===== src/rtl/msr_pkg.sv =====
package msr_pkg;
  typedef enum logic [1:0] {
    SP_CODE  = 2'd0,
    SP_DATA  = 2'd1,
    SP_SFR   = 2'd2,
    SP_XDATA = 2'd3
  } msr_space_e;

  typedef enum logic [2:0] {
    TGT_NONE,
    TGT_FLASH,
    TGT_SRAM,
    TGT_SFR,
    TGT_CTRL
  } msr_tgt_e;
endpackage


===== src/rtl/msr_decode.sv =====
module msr_decode
  import msr_pkg::*;
#(
  parameter int unsigned AW        = 16,
  parameter logic [15:0] SRAM_BASE = 16'hFF00,
  parameter logic [15:0] SFR_BASE  = 16'h7080,
  parameter logic [7:0]  CTRL_ADDR = 8'hC8
) (
  input  logic [1:0]    space_i,
  input  logic [AW-1:0] addr_i,
  input  logic          indirect_i,
  input  logic          bit_i,
  input  logic          we_i,
  input  logic          alt_map_i,
  output msr_tgt_e      tgt_o,
  output logic [AW-1:0] paddr_o
);
  localparam logic [AW-1:0] BYTE_TOP = AW'(256);
  localparam logic [AW-1:0] SRAM_B   = AW'(SRAM_BASE);
  localparam logic [AW-1:0] SFR_B    = AW'(SFR_BASE);
  localparam logic [AW-1:0] SFR_END  = AW'(SFR_BASE) + AW'(128);

  msr_tgt_e      tgt;
  logic [AW-1:0] pa;

  always_comb begin
    tgt = TGT_NONE;
    pa  = addr_i;
    unique case (msr_space_e'(space_i))
      SP_CODE: begin
        if (!we_i) begin
          if (alt_map_i && addr_i >= SRAM_B) begin
            tgt = TGT_SRAM;
            pa  = addr_i - SRAM_B;
          end else begin
            tgt = TGT_FLASH;
          end
        end
      end
      SP_DATA: begin
        if (addr_i < BYTE_TOP) tgt = (!addr_i[7] || indirect_i) ? TGT_SRAM : TGT_SFR;
      end
      SP_SFR: begin
        if (!indirect_i && addr_i < BYTE_TOP && addr_i[7]) tgt = TGT_SFR;
      end
      SP_XDATA: begin
        if (addr_i >= SRAM_B) begin
          tgt = TGT_SRAM;
          pa  = addr_i - SRAM_B;
        end else if (addr_i >= SFR_B && addr_i < SFR_END) begin
          tgt = TGT_SFR;
          pa  = (addr_i - SFR_B) | AW'(8'h80);
        end else if (addr_i < SFR_B && !we_i) begin
          tgt = TGT_FLASH;
        end
      end
      default: tgt = TGT_NONE;
    endcase
    if (tgt == TGT_SFR && pa[7:0] == CTRL_ADDR) tgt = TGT_CTRL;
    // bit access only on 8-aligned register addresses
    if (bit_i && !((tgt == TGT_SFR || tgt == TGT_CTRL) && pa[2:0] == 3'd0)) tgt = TGT_NONE;
  end

  assign tgt_o   = tgt;
  assign paddr_o = pa;
endmodule


===== src/rtl/msr_arbiter.sv =====
module msr_arbiter (
  input  logic cpu_req_i,
  input  logic cpu_bus_i,
  input  logic dma_req_i,
  input  logic pf_req_i,
  input  logic pf_en_i,
  output logic cpu_gnt_o,
  output logic dma_gnt_o,
  output logic pf_gnt_o
);
  logic bus_taken;

  assign cpu_gnt_o = cpu_req_i;
  assign dma_gnt_o = dma_req_i && !cpu_req_i;
  assign bus_taken = (cpu_req_i && cpu_bus_i) || dma_gnt_o;
  assign pf_gnt_o  = pf_req_i && pf_en_i && !bus_taken;
endmodule


===== src/rtl/mem_space_router.sv =====
module mem_space_router
  import msr_pkg::*;
#(
  parameter int unsigned AW        = 16,
  parameter int unsigned DW        = 8,
  parameter logic [15:0] SRAM_BASE = 16'hFF00,
  parameter logic [15:0] SFR_BASE  = 16'h7080,
  parameter logic [7:0]  CTRL_ADDR = 8'hC8
) (
  input  logic          clk_i,
  input  logic          rst_ni,
  input  logic          cpu_req_i,
  input  logic [1:0]    cpu_space_i,
  input  logic [AW-1:0] cpu_addr_i,
  input  logic          cpu_indirect_i,
  input  logic          cpu_bit_i,
  input  logic [2:0]    cpu_bitsel_i,
  input  logic          cpu_we_i,
  input  logic [DW-1:0] cpu_wdata_i,
  output logic          cpu_rvalid_o,
  output logic [DW-1:0] cpu_rdata_o,
  input  logic          dma_req_i,
  input  logic [AW-1:0] dma_addr_i,
  input  logic          dma_we_i,
  input  logic [DW-1:0] dma_wdata_i,
  output logic          dma_ready_o,
  output logic          dma_rvalid_o,
  output logic [DW-1:0] dma_rdata_o,
  input  logic          pf_req_i,
  input  logic [AW-1:0] pf_addr_i,
  output logic          pf_grant_o,
  output logic          pf_rvalid_o,
  output logic [DW-1:0] pf_rdata_o,
  output logic          err_o,
  output logic          flash_en_o,
  output logic [AW-1:0] flash_addr_o,
  input  logic [DW-1:0] flash_rdata_i,
  output logic          sram_en_o,
  output logic          sram_we_o,
  output logic [7:0]    sram_addr_o,
  output logic [DW-1:0] sram_wdata_o,
  input  logic [DW-1:0] sram_rdata_i,
  output logic          sfr_en_o,
  output logic          sfr_we_o,
  output logic [7:0]    sfr_addr_o,
  output logic [DW-1:0] sfr_wmask_o,
  output logic [DW-1:0] sfr_wdata_o,
  input  logic [DW-1:0] sfr_rdata_i
);
  localparam int unsigned BSW = $clog2(DW);

  msr_tgt_e      cpu_tgt, dma_tgt, a_tgt, r_tgt;
  logic [AW-1:0] cpu_pa, dma_pa, a_pa;
  logic          cpu_gnt, dma_gnt, pf_gnt, acc, a_we, a_bit;
  logic [DW-1:0] a_wd, rbyte, rdat;
  logic [2:0]    a_bs, r_bs;
  logic          r_cpu_rd, r_dma_rd, r_pf, r_bit, err_q;
  logic [1:0]    ctrl_q;
  logic          cpu_bus;

  msr_decode #(.AW(AW), .SRAM_BASE(SRAM_BASE), .SFR_BASE(SFR_BASE), .CTRL_ADDR(CTRL_ADDR)) u_dec_cpu (
    .space_i(cpu_space_i), .addr_i(cpu_addr_i), .indirect_i(cpu_indirect_i),
    .bit_i(cpu_bit_i), .we_i(cpu_we_i), .alt_map_i(ctrl_q[1]),
    .tgt_o(cpu_tgt), .paddr_o(cpu_pa)
  );

  msr_decode #(.AW(AW), .SRAM_BASE(SRAM_BASE), .SFR_BASE(SFR_BASE), .CTRL_ADDR(CTRL_ADDR)) u_dec_dma (
    .space_i(SP_XDATA), .addr_i(dma_addr_i), .indirect_i(1'b0),
    .bit_i(1'b0), .we_i(dma_we_i), .alt_map_i(ctrl_q[1]),
    .tgt_o(dma_tgt), .paddr_o(dma_pa)
  );

  assign cpu_bus = (cpu_space_i == SP_CODE) || (cpu_space_i == SP_XDATA);

  msr_arbiter u_arb (
    .cpu_req_i(cpu_req_i), .cpu_bus_i(cpu_bus), .dma_req_i(dma_req_i),
    .pf_req_i(pf_req_i), .pf_en_i(ctrl_q[0]),
    .cpu_gnt_o(cpu_gnt), .dma_gnt_o(dma_gnt), .pf_gnt_o(pf_gnt)
  );

  assign acc   = cpu_gnt || dma_gnt;
  assign a_tgt = cpu_gnt ? cpu_tgt : dma_tgt;
  assign a_pa  = cpu_gnt ? cpu_pa : dma_pa;
  assign a_we  = cpu_gnt ? cpu_we_i : dma_we_i;
  assign a_wd  = cpu_gnt ? cpu_wdata_i : dma_wdata_i;
  assign a_bit = cpu_gnt && cpu_bit_i;
  assign a_bs  = cpu_bitsel_i;

  assign dma_ready_o  = dma_gnt;
  assign pf_grant_o   = pf_gnt;

  assign flash_en_o   = (acc && a_tgt == TGT_FLASH) || pf_gnt;
  assign flash_addr_o = (acc && a_tgt == TGT_FLASH) ? a_pa : pf_addr_i;

  assign sram_en_o    = acc && a_tgt == TGT_SRAM;
  assign sram_we_o    = a_we;
  assign sram_addr_o  = a_pa[7:0];
  assign sram_wdata_o = a_wd;

  assign sfr_en_o     = acc && a_tgt == TGT_SFR;
  assign sfr_we_o     = a_we;
  assign sfr_addr_o   = a_pa[7:0];
  assign sfr_wmask_o  = a_bit ? (DW'(1) << a_bs[BSW-1:0]) : {DW{1'b1}};
  assign sfr_wdata_o  = a_bit ? {DW{a_wd[0]}} : a_wd;

  always_ff @(posedge clk_i or negedge rst_ni) begin
    if (!rst_ni) begin
      ctrl_q <= 2'b00;
    end else if (acc && a_we && a_tgt == TGT_CTRL) begin
      if (a_bit) begin
        if (a_bs < 3'd2) ctrl_q[a_bs[0]] <= a_wd[0];
      end else begin
        ctrl_q <= a_wd[1:0];
      end
    end
  end

  always_ff @(posedge clk_i or negedge rst_ni) begin
    if (!rst_ni) begin
      r_cpu_rd <= 1'b0;
      r_dma_rd <= 1'b0;
      r_pf     <= 1'b0;
      r_tgt    <= TGT_NONE;
      r_bit    <= 1'b0;
      r_bs     <= 3'd0;
      err_q    <= 1'b0;
    end else begin
      r_cpu_rd <= cpu_gnt && !cpu_we_i;
      r_dma_rd <= dma_gnt && !dma_we_i;
      r_pf     <= pf_gnt;
      r_tgt    <= acc ? a_tgt : TGT_NONE;
      r_bit    <= a_bit;
      r_bs     <= a_bs;
      err_q    <= acc && a_tgt == TGT_NONE;
    end
  end

  always_comb begin
    unique case (r_tgt)
      TGT_FLASH: rbyte = flash_rdata_i;
      TGT_SRAM:  rbyte = sram_rdata_i;
      TGT_SFR:   rbyte = sfr_rdata_i;
      TGT_CTRL:  rbyte = DW'(ctrl_q);
      default:   rbyte = '0;
    endcase
    rdat = r_bit ? DW'(rbyte[r_bs[BSW-1:0]]) : rbyte;
  end

  assign cpu_rvalid_o = r_cpu_rd;
  assign cpu_rdata_o  = r_cpu_rd ? rdat : '0;
  assign dma_rvalid_o = r_dma_rd;
  assign dma_rdata_o  = r_dma_rd ? rdat : '0;
  assign pf_rvalid_o  = r_pf;
  assign pf_rdata_o   = r_pf ? flash_rdata_i : '0;
  assign err_o        = err_q;

  p_code_ro_r1: assert property (@(posedge clk_i) disable iff (!rst_ni)
    cpu_req_i && cpu_space_i == SP_CODE && cpu_we_i |=> err_o);

  p_bit_mask_r4: assert property (@(posedge clk_i) disable iff (!rst_ni)
    sfr_en_o && sfr_we_o |-> ($countones(sfr_wmask_o) == 1 || sfr_wmask_o == {DW{1'b1}}));

  p_cpu_prio_r7: assert property (@(posedge clk_i) disable iff (!rst_ni)
    cpu_req_i |-> !dma_ready_o);

  p_pf_hold_r8: assert property (@(posedge clk_i) disable iff (!rst_ni)
    (cpu_req_i && cpu_space_i == SP_XDATA) || dma_ready_o |-> !pf_grant_o);

  p_pf_off_r9: assert property (@(posedge clk_i) disable iff (!rst_ni)
    !ctrl_q[0] |-> !pf_grant_o);

  p_err_zero_r11: assert property (@(posedge clk_i) disable iff (!rst_ni)
    err_o |-> cpu_rdata_o == '0 && dma_rdata_o == '0);

  p_rd_lat_r12: assert property (@(posedge clk_i) disable iff (!rst_ni)
    cpu_req_i && !cpu_we_i |=> cpu_rvalid_o);

  p_pf_lat_r12: assert property (@(posedge clk_i) disable iff (!rst_ni)
    pf_grant_o |=> pf_rvalid_o);
endmodule


===== config.mk =====
export PLATFORM = sky130hd
export DESIGN_NAME = mem_space_router
export DESIGN_NICKNAME = d
export VERILOG_FILES = /design/src/rtl/msr_pkg.sv /design/src/rtl/msr_decode.sv /design/src/rtl/msr_arbiter.sv /design/src/rtl/mem_space_router.sv
export SDC_FILE = /design/constraint.sdc
export NUM_CORES = 1
export LEC_CHECK = 0
export BUFFER_PORTS_ARGS = -buffer_cell sky130_fd_sc_hd__buf_2
export CAP_MARGIN = 5
export CORE_MARGIN = 2
export CORE_UTILIZATION = 35
export DETAILED_ROUTE_END_ITERATION = 12
export PLACE_DENSITY = 0.66
export RECOVER_POWER = 25
export SKIP_CTS_REPAIR_TIMING = 1
export SLEW_MARGIN = 15
export SYNTH_ARGS = -nofsm -noshare
export SYNTH_HDL_FRONTEND = slang
export SYNTH_SLANG_ARGS = --single-unit

===== constraint.sdc =====
create_clock -name clk_i -period 3.4 [get_ports clk_i]
set_input_delay 0.17 -clock clk_i [delete_from_list [all_inputs] [get_ports clk_i]]
set_output_delay 0.17 -clock clk_i [all_outputs]
set_load 0.02 [all_outputs]

Word-level counts from Yosys, hierarchy flattened

Cells that the tools add are included.

Register bits after elaboration: 13
Bits of input ports: 102
Output and inout bits: 91
Logic and storage cells: 128

Add/sub/neg operators: 4
Magnitude comparators: 13
Eq/ne operators: 18
Shift-type cells: 1
Mux-type cells: 42
Reduce and logical (&&, ||, !) cells: 42

Operators by type and width:

| operator                 | count |
|---|---|
| $mux W16                 | 8 |
| $lt A16 B15 Y1 const B   | 4 |
| $mux W8                  | 7 |
| $mux W3                  | 11 |
| $ge A16 B15 Y1 const B   | 2 |
| $ge A16 B16 Y1 const B   | 2 |
| $pmux W16 S2             | 1 |
| $pmux W8 S4              | 1 |
| $sub A16 B15 Y16 const B | 2 |
| $sub A16 B16 Y16 const B | 2 |
| $logic_and A1 B1 Y1      | 25 |
| $eq A3 B2 Y1 const B     | 7 |
| $eq A8 B8 Y1 const B     | 2 |
| $lt A16 B9 Y1 const B    | 1 |
| $pmux W3 S4              | 1 |
| $eq A3 B3 Y1 const B     | 3 |
| $mux W2                  | 4 |
| $shl A1 B3 Y8 const A    | 1 |
| $logic_not A1 Y1         | 7 |
| $eq A3 B1 Y1 const B     | 2 |
| $logic_not A3 Y1         | 2 |
| $logic_or A1 B1 Y1       | 6 |
| $mux W1                  | 6 |
| $eq A2 B2 Y1 const B     | 2 |
| other kinds (11)         | 11 |

Depth between registers and ports, before layout

Word-level depth: 19
Mapped depth: 11
Gate-level depth less buffers: 9

By module

A second synthesis with hierarchy kept.

Cell total of the unflattened synthesis: 453
Area, all modules: 3309.4 sq um

Modules (own cells, without submodules):

| module                 | instances | cells an instance | area each (sq um) | sequential area each (sq um) |
|---|---|---|---|---|
| mem_space_router       | 1         | 219               | 1740.4            | 325.3 |
| msr_decode (u_dec_cpu) | 1         | 119               | 788.3             | 0.0 |
| msr_decode (u_dec_dma) | 1         | 111               | 750.7             | 0.0 |
| msr_arbiter            | 1         | 4                 | 30.0              | 0.0 |

Worst setup path before layout

No wires, ideal clock.

Path type: input to output
From: input cpu_addr_i[8]
To: output flash_addr_o[10]
Arrival time: 2.671 ns
Required time: 3.230 ns
Setup slack: 0.559 ns
Stages: 10
Path buffers: 1
Path through: inv_1 ha_1 nor4b_2 nand3_1 a221o_1 o31a_1 o31a_1 a311oi_4 buf_8 mux2_4

Cells in the longest elaborated chain, start to end: 19
Elaborated cells between the ends (all ways): 42
Classes of those cells: add/sub: 2; order compare: 5; eq/ne: 5; mux: 18; reduce/logical: 12

Ends and longest elaborated chain:

| item                | line                   | RTL |
|---|---|---|
| from (decl)         | mem_space_router.sv:14 | `input logic [AW-1:0] cpu_addr_i,` |
| $lt A16 B15 Y1      | msr_decode.sv:53       | `end else if (addr_i < SFR_B && !we_i) begin` |
| $logic_and A1 B1 Y1 | msr_decode.sv:53       |  |
| $mux W1             | msr_decode.sv:53       |  |
| $mux W3             | msr_decode.sv:50       | `end else if (addr_i >= SFR_B && addr_i < SFR_END) begin` |
| $mux W3             | msr_decode.sv:47       | `if (addr_i >= SRAM_B) begin` |
| $pmux W3 S4         | msr_decode.sv:29       | `unique case (msr_space_e'(space_i))` |
| $eq A3 B2 Y1        | msr_decode.sv:59       | `if (tgt == TGT_SFR && pa[7:0] == CTRL_ADDR) tgt = TGT_CTRL;` |
| $logic_and A1 B1 Y1 | msr_decode.sv:59       |  |
| [... 3 more ...]    | -                      |  |
| $logic_and A1 B1 Y1 | msr_decode.sv:61       | `if (bit_i && !((tgt == TGT_SFR \|\| tgt == TGT_CTRL) && pa[2:0] == 3'd0)) tgt = TGT_NONE;` |
| $logic_not A1 Y1    | msr_decode.sv:61       |  |
| $logic_and A1 B1 Y1 | msr_decode.sv:61       |  |
| $mux W3             | msr_decode.sv:61       |  |
| $mux W3             | mem_space_router.sv:82 | `assign a_tgt = cpu_gnt ? cpu_tgt : dma_tgt;` |
| $eq A3 B1 Y1        | mem_space_router.sv:93 | `assign flash_addr_o = (acc && a_tgt == TGT_FLASH) ? a_pa : pf_addr_i;` |
| $logic_and A1 B1 Y1 | mem_space_router.sv:93 |  |
| $mux W16 *          | mem_space_router.sv:93 |  |
| to (decl)           | mem_space_router.sv:36 | `output logic [AW-1:0] flash_addr_o,` |

Every way passes the cells marked *; elsewhere a longest branch is shown, timed or not.

Final worst setup path

From: register ctrl_q[1]
To: output flash_addr_o[4]

Cells in the longest elaborated chain, start to end: 17
Elaborated cells between the ends (all ways): 24
Classes of those cells: eq/ne: 5; mux: 11; reduce/logical: 8

Ends and longest elaborated chain:

| item                                         | line                    | RTL |
|---|---|---|
| from (decl)                                  | mem_space_router.sv:58  | `logic [1:0] ctrl_q;` |
| from (signal, indexed assignment)            | mem_space_router.sv:111 | `if (a_bs < 3'd2) ctrl_q[a_bs[0]] <= a_wd[0];` |
| from (signal assigned)                       | mem_space_router.sv:113 | `ctrl_q <= a_wd[1:0];` |
| $logic_and A1 B1 Y1 *                        | msr_decode.sv:32        | `if (alt_map_i && addr_i >= SRAM_B) begin` |
| $mux W16 or $mux W2 (tied branches)          | msr_decode.sv:32        |  |
| $mux W16 or $mux W3 (tied branches)          | msr_decode.sv:31        | `if (!we_i) begin` |
| $pmux W16 S2 or $pmux W3 S4 (tied branches)  | msr_decode.sv:29        |  |
| $eq A8 B8 Y1 or $eq A3 B2 Y1 (tied branches) | msr_decode.sv:59        |  |
| $logic_and A1 B1 Y1                          | msr_decode.sv:59        |  |
| $mux W3                                      | msr_decode.sv:59        |  |
| $eq A3 B2 Y1 or $eq A3 B3 Y1 (tied branches) | msr_decode.sv:61        |  |
| $logic_or A1 B1 Y1                           | msr_decode.sv:61        |  |
| $logic_and A1 B1 Y1                          | msr_decode.sv:61        |  |
| $logic_not A1 Y1                             | msr_decode.sv:61        |  |
| $logic_and A1 B1 Y1                          | msr_decode.sv:61        |  |
| $mux W3                                      | msr_decode.sv:61        |  |
| $mux W3                                      | mem_space_router.sv:82  |  |
| $eq A3 B1 Y1                                 | mem_space_router.sv:93  |  |
| $logic_and A1 B1 Y1                          | mem_space_router.sv:93  |  |
| $mux W16 *                                   | mem_space_router.sv:93  |  |

Marks and branches as above.

==> flow_summary.ini <==
[clock_tree]
cts.sinks = 13
worstSkewPairLatency_ps = 240
clockBufferDepth = 2
htreeDepth = 1
numCtsBuffers = 3
cts.clk_slew.worst_paths_ps = 50
cts_tree = built
root_buffer = clkbuf_8

[floorplan]
die_h_um = 91.8
initial_core_util = 0.366
die-area_um2 = 8420
core-area_um2 = 7370
pin_count = 193
die_w_um = 91.8
rows = 31

[sta]
finalSetupViolations = 0
finalSetupTns_ps = 0
holdWs_ps = 118
finalHoldViolCount = 0
fin_ws_ps = 151
skew_ps = 3.90
drv_slew = 0
fin_crit_sh = 0.956
slew_headroom = 0.0649
timing.fmax_mhz = 308
rsz0062_at_grt = no
tightest_slew_ps = 1400
period_needed_ps = 3250

[global_route]
grt_pass1_wl_mm = 16.2
busiest_layer = met2
grtUsageMet2 = 0.442
grt_max_degree = 32
gr-usage-met1 = 0.282
antenna_found_initial = 0
overflow = 0
use_met3 = 0.0312
globalRouteTotalUtil = 0.236
grt_pass1_vias = 3204

[job]
max_cap_viol_count = 0

[setup_path]
slowest_stage = o41a_1
cpMostUsedCell = o31a_1
worstSetupEndpointType = output port
slowest_delay_ps = 560
cp_num_buf_inv = 3
crit_arrival_ps = 3080
critical_path_peak_fanout = 17
path_delay_family = compound AO/OA/AOI/OAI gates
critical_path_class = flip-flop to output port
cp-start-kind = flip-flop
crit_chain = inv_1, o41a_1, o31a_1, o31a_1, o31a_1, a311oi_4, buf_12, mux2_2, buf_2
crit_required_ps = 3230

[routing]
drt-vias-per-instance = 5.50
drt_wl_total_mm = 10.6
post_drt_wl_per_cell_um = 16.8
dr.pass1.iters = 8
vias = 3452
drt_iter0_drc = 293
drc_errors = 0
drtAntennaViolNets = 0

[logic_synthesis]
netlist.area_leader.share = 0.130
netlist_area_um2 = 2700
async_flop_share = 1.00
avgSynthCellArea_um2 = 7.70
synth_most_common_cell = nor2_1
ys_warn_count = 0
synth_edf_count = 0
synthTopCellsByCount = 50 x nor2_1, 31 x mux2_2, 21 x inv_1, 19 x o21ai_0, 17 x nand2_1
synth_area_leader_cell = mux2_2
syn-instance-count = 350
synthFlopType = dfrtp_1
ys_ff_latch = 13
yosys-top-cells-area = mux2_2 13%, dfrtp_1 12%, nor2_1 7.0%
ys_seq_area_frac = 0.121
syn-num-nets = 466
ys_types = 64

[final_layout]
area_delta_synth_final_pct = 38.1
fin_nets = 646
drive_gt1_frac = 0.465
finalNonFillerCells = 628
antenna_cells = 0
postLayoutCellArea_um2 = 3720
post-route-util = 0.505

[worst_hold_path]
hold_class = input port to flip-flop

[pwr]
vdd_drop_max_mv = 0.0857
p_per_area_nw_per_um2 = 191
p_int_uw = 409
p_seq_frac = 0.232
p_switching_uw = 302
swShare = 0.425
power.total_uw = 710
p_comb_frac = 0.583
leakagePower_nw = 1.77
clkPwrFrac = 0.186

[placed_design]
dpl_cell_area_um2 = 3670
place_ws_ps = 163
dp.cells = 623
post-dp-hpwl_mm = 9.08
portBuffers = 192
gp_congestion = 0.877

[outcome]
status = finished clean
logic make-up (layout without fill, tap and decap cells):
group           Yosys count  after routing  share of synthesized area
simple gates            149            149                      0.292
compound gates           83             83                      0.221
mux                      46             46                      0.211
fa+ha+maj                14             14                     0.0650
buf+inv                  44            223                     0.0873
xor+xnor                  1              1                    0.00325
flops                    13             13                      0.121
registers in the layout (all words and copies together), names as in the netlist:
register      flops
r_bs              3
r_bit             1
pf_rvalid_o       1
ctrl_q            2
cpu_rvalid_o      1
r_tgt             3
dma_rvalid_o      1
err_o             1
power groups by stage:
stage | sequential [mW] | clock, mW | combinational [mW]
floorplan | 0.168 | 0 | 0.250
global placement | 0.167 | 0 | 0.411
detailed placement | 0.167 | 0 | 0.413
CTS | 0.164 | 0.136 | 0.415
global route | 0.165 | 0.142 | 0.447
finish | 0.164 | 0.132 | 0.414
metal layers:
layer,vias up,routed length (um)
li1,1649,-
met1,1581,4220
met2,204,5340
met3,18,827
met4,0,193
met5,-,0
placed cells by master, fill, tap and decap left out, types with 2 or more instances in the layout:
cell        n
a22oi_1     6
nand3_1    15
and3_1      3
or3_1       4
a21o_1      2
nand4_1     6
a21oi_1    14
nor2_1     50
mux2_2     30
o41ai_1     2
o211ai_1    3
o31ai_1     4
a31oi_1     4
o221ai_1    2
nor4b_1     2
buf_4       3
a211oi_1    5
nand3b_1    6
buf_2     179
clkbuf_1   15
mux2i_1     4
nand2_1    17
mux2_4      9
nor4_1      3
nor3_1      4
nor3b_1     3
ha_1       14
and2_1     11
inv_1      20
or2_2      10
o31a_1      4
o21ai_0    19
nor2b_1     4
nand2b_1    3
dfrtp_1    13
a32o_1      2
mux4_2      2
clkbuf_8    3
worst paths after layout:
check	startpoint	endpoint	slack (ps)	cells after the start
worst min register to register	ctrl_q[0]$_DFFE_PN0P_	ctrl_q[0]$_DFFE_PN0P_	560	1
worst max register to register	ctrl_q[1]$_DFFE_PN0P_	ctrl_q[0]$_DFFE_PN0P_	1110	6
worst min-delay path	cpu_bitsel_i[2]	r_bs[2]$_DFF_PN0_	120	1
min in group asynchronous	rst_ni	r_tgt[2]$_DFF_PN0_	490	2
worst max-delay path	ctrl_q[1]$_DFFE_PN0P_	flash_addr_o[4]	150	9
max in group asynchronous	rst_ni	ctrl_q[0]$_DFFE_PN0P_	2480	2
area by class of cell:
cell class	count	area, um2
inverters	21	82.6
multi-input cells	293	2140
flip-flops and latches	13	325
clock buffers	4	45.0
well taps	99	124
fillers	751	3650
repair buffers	198	1000
Note: power is estimated with default switching activity, not from simulation.
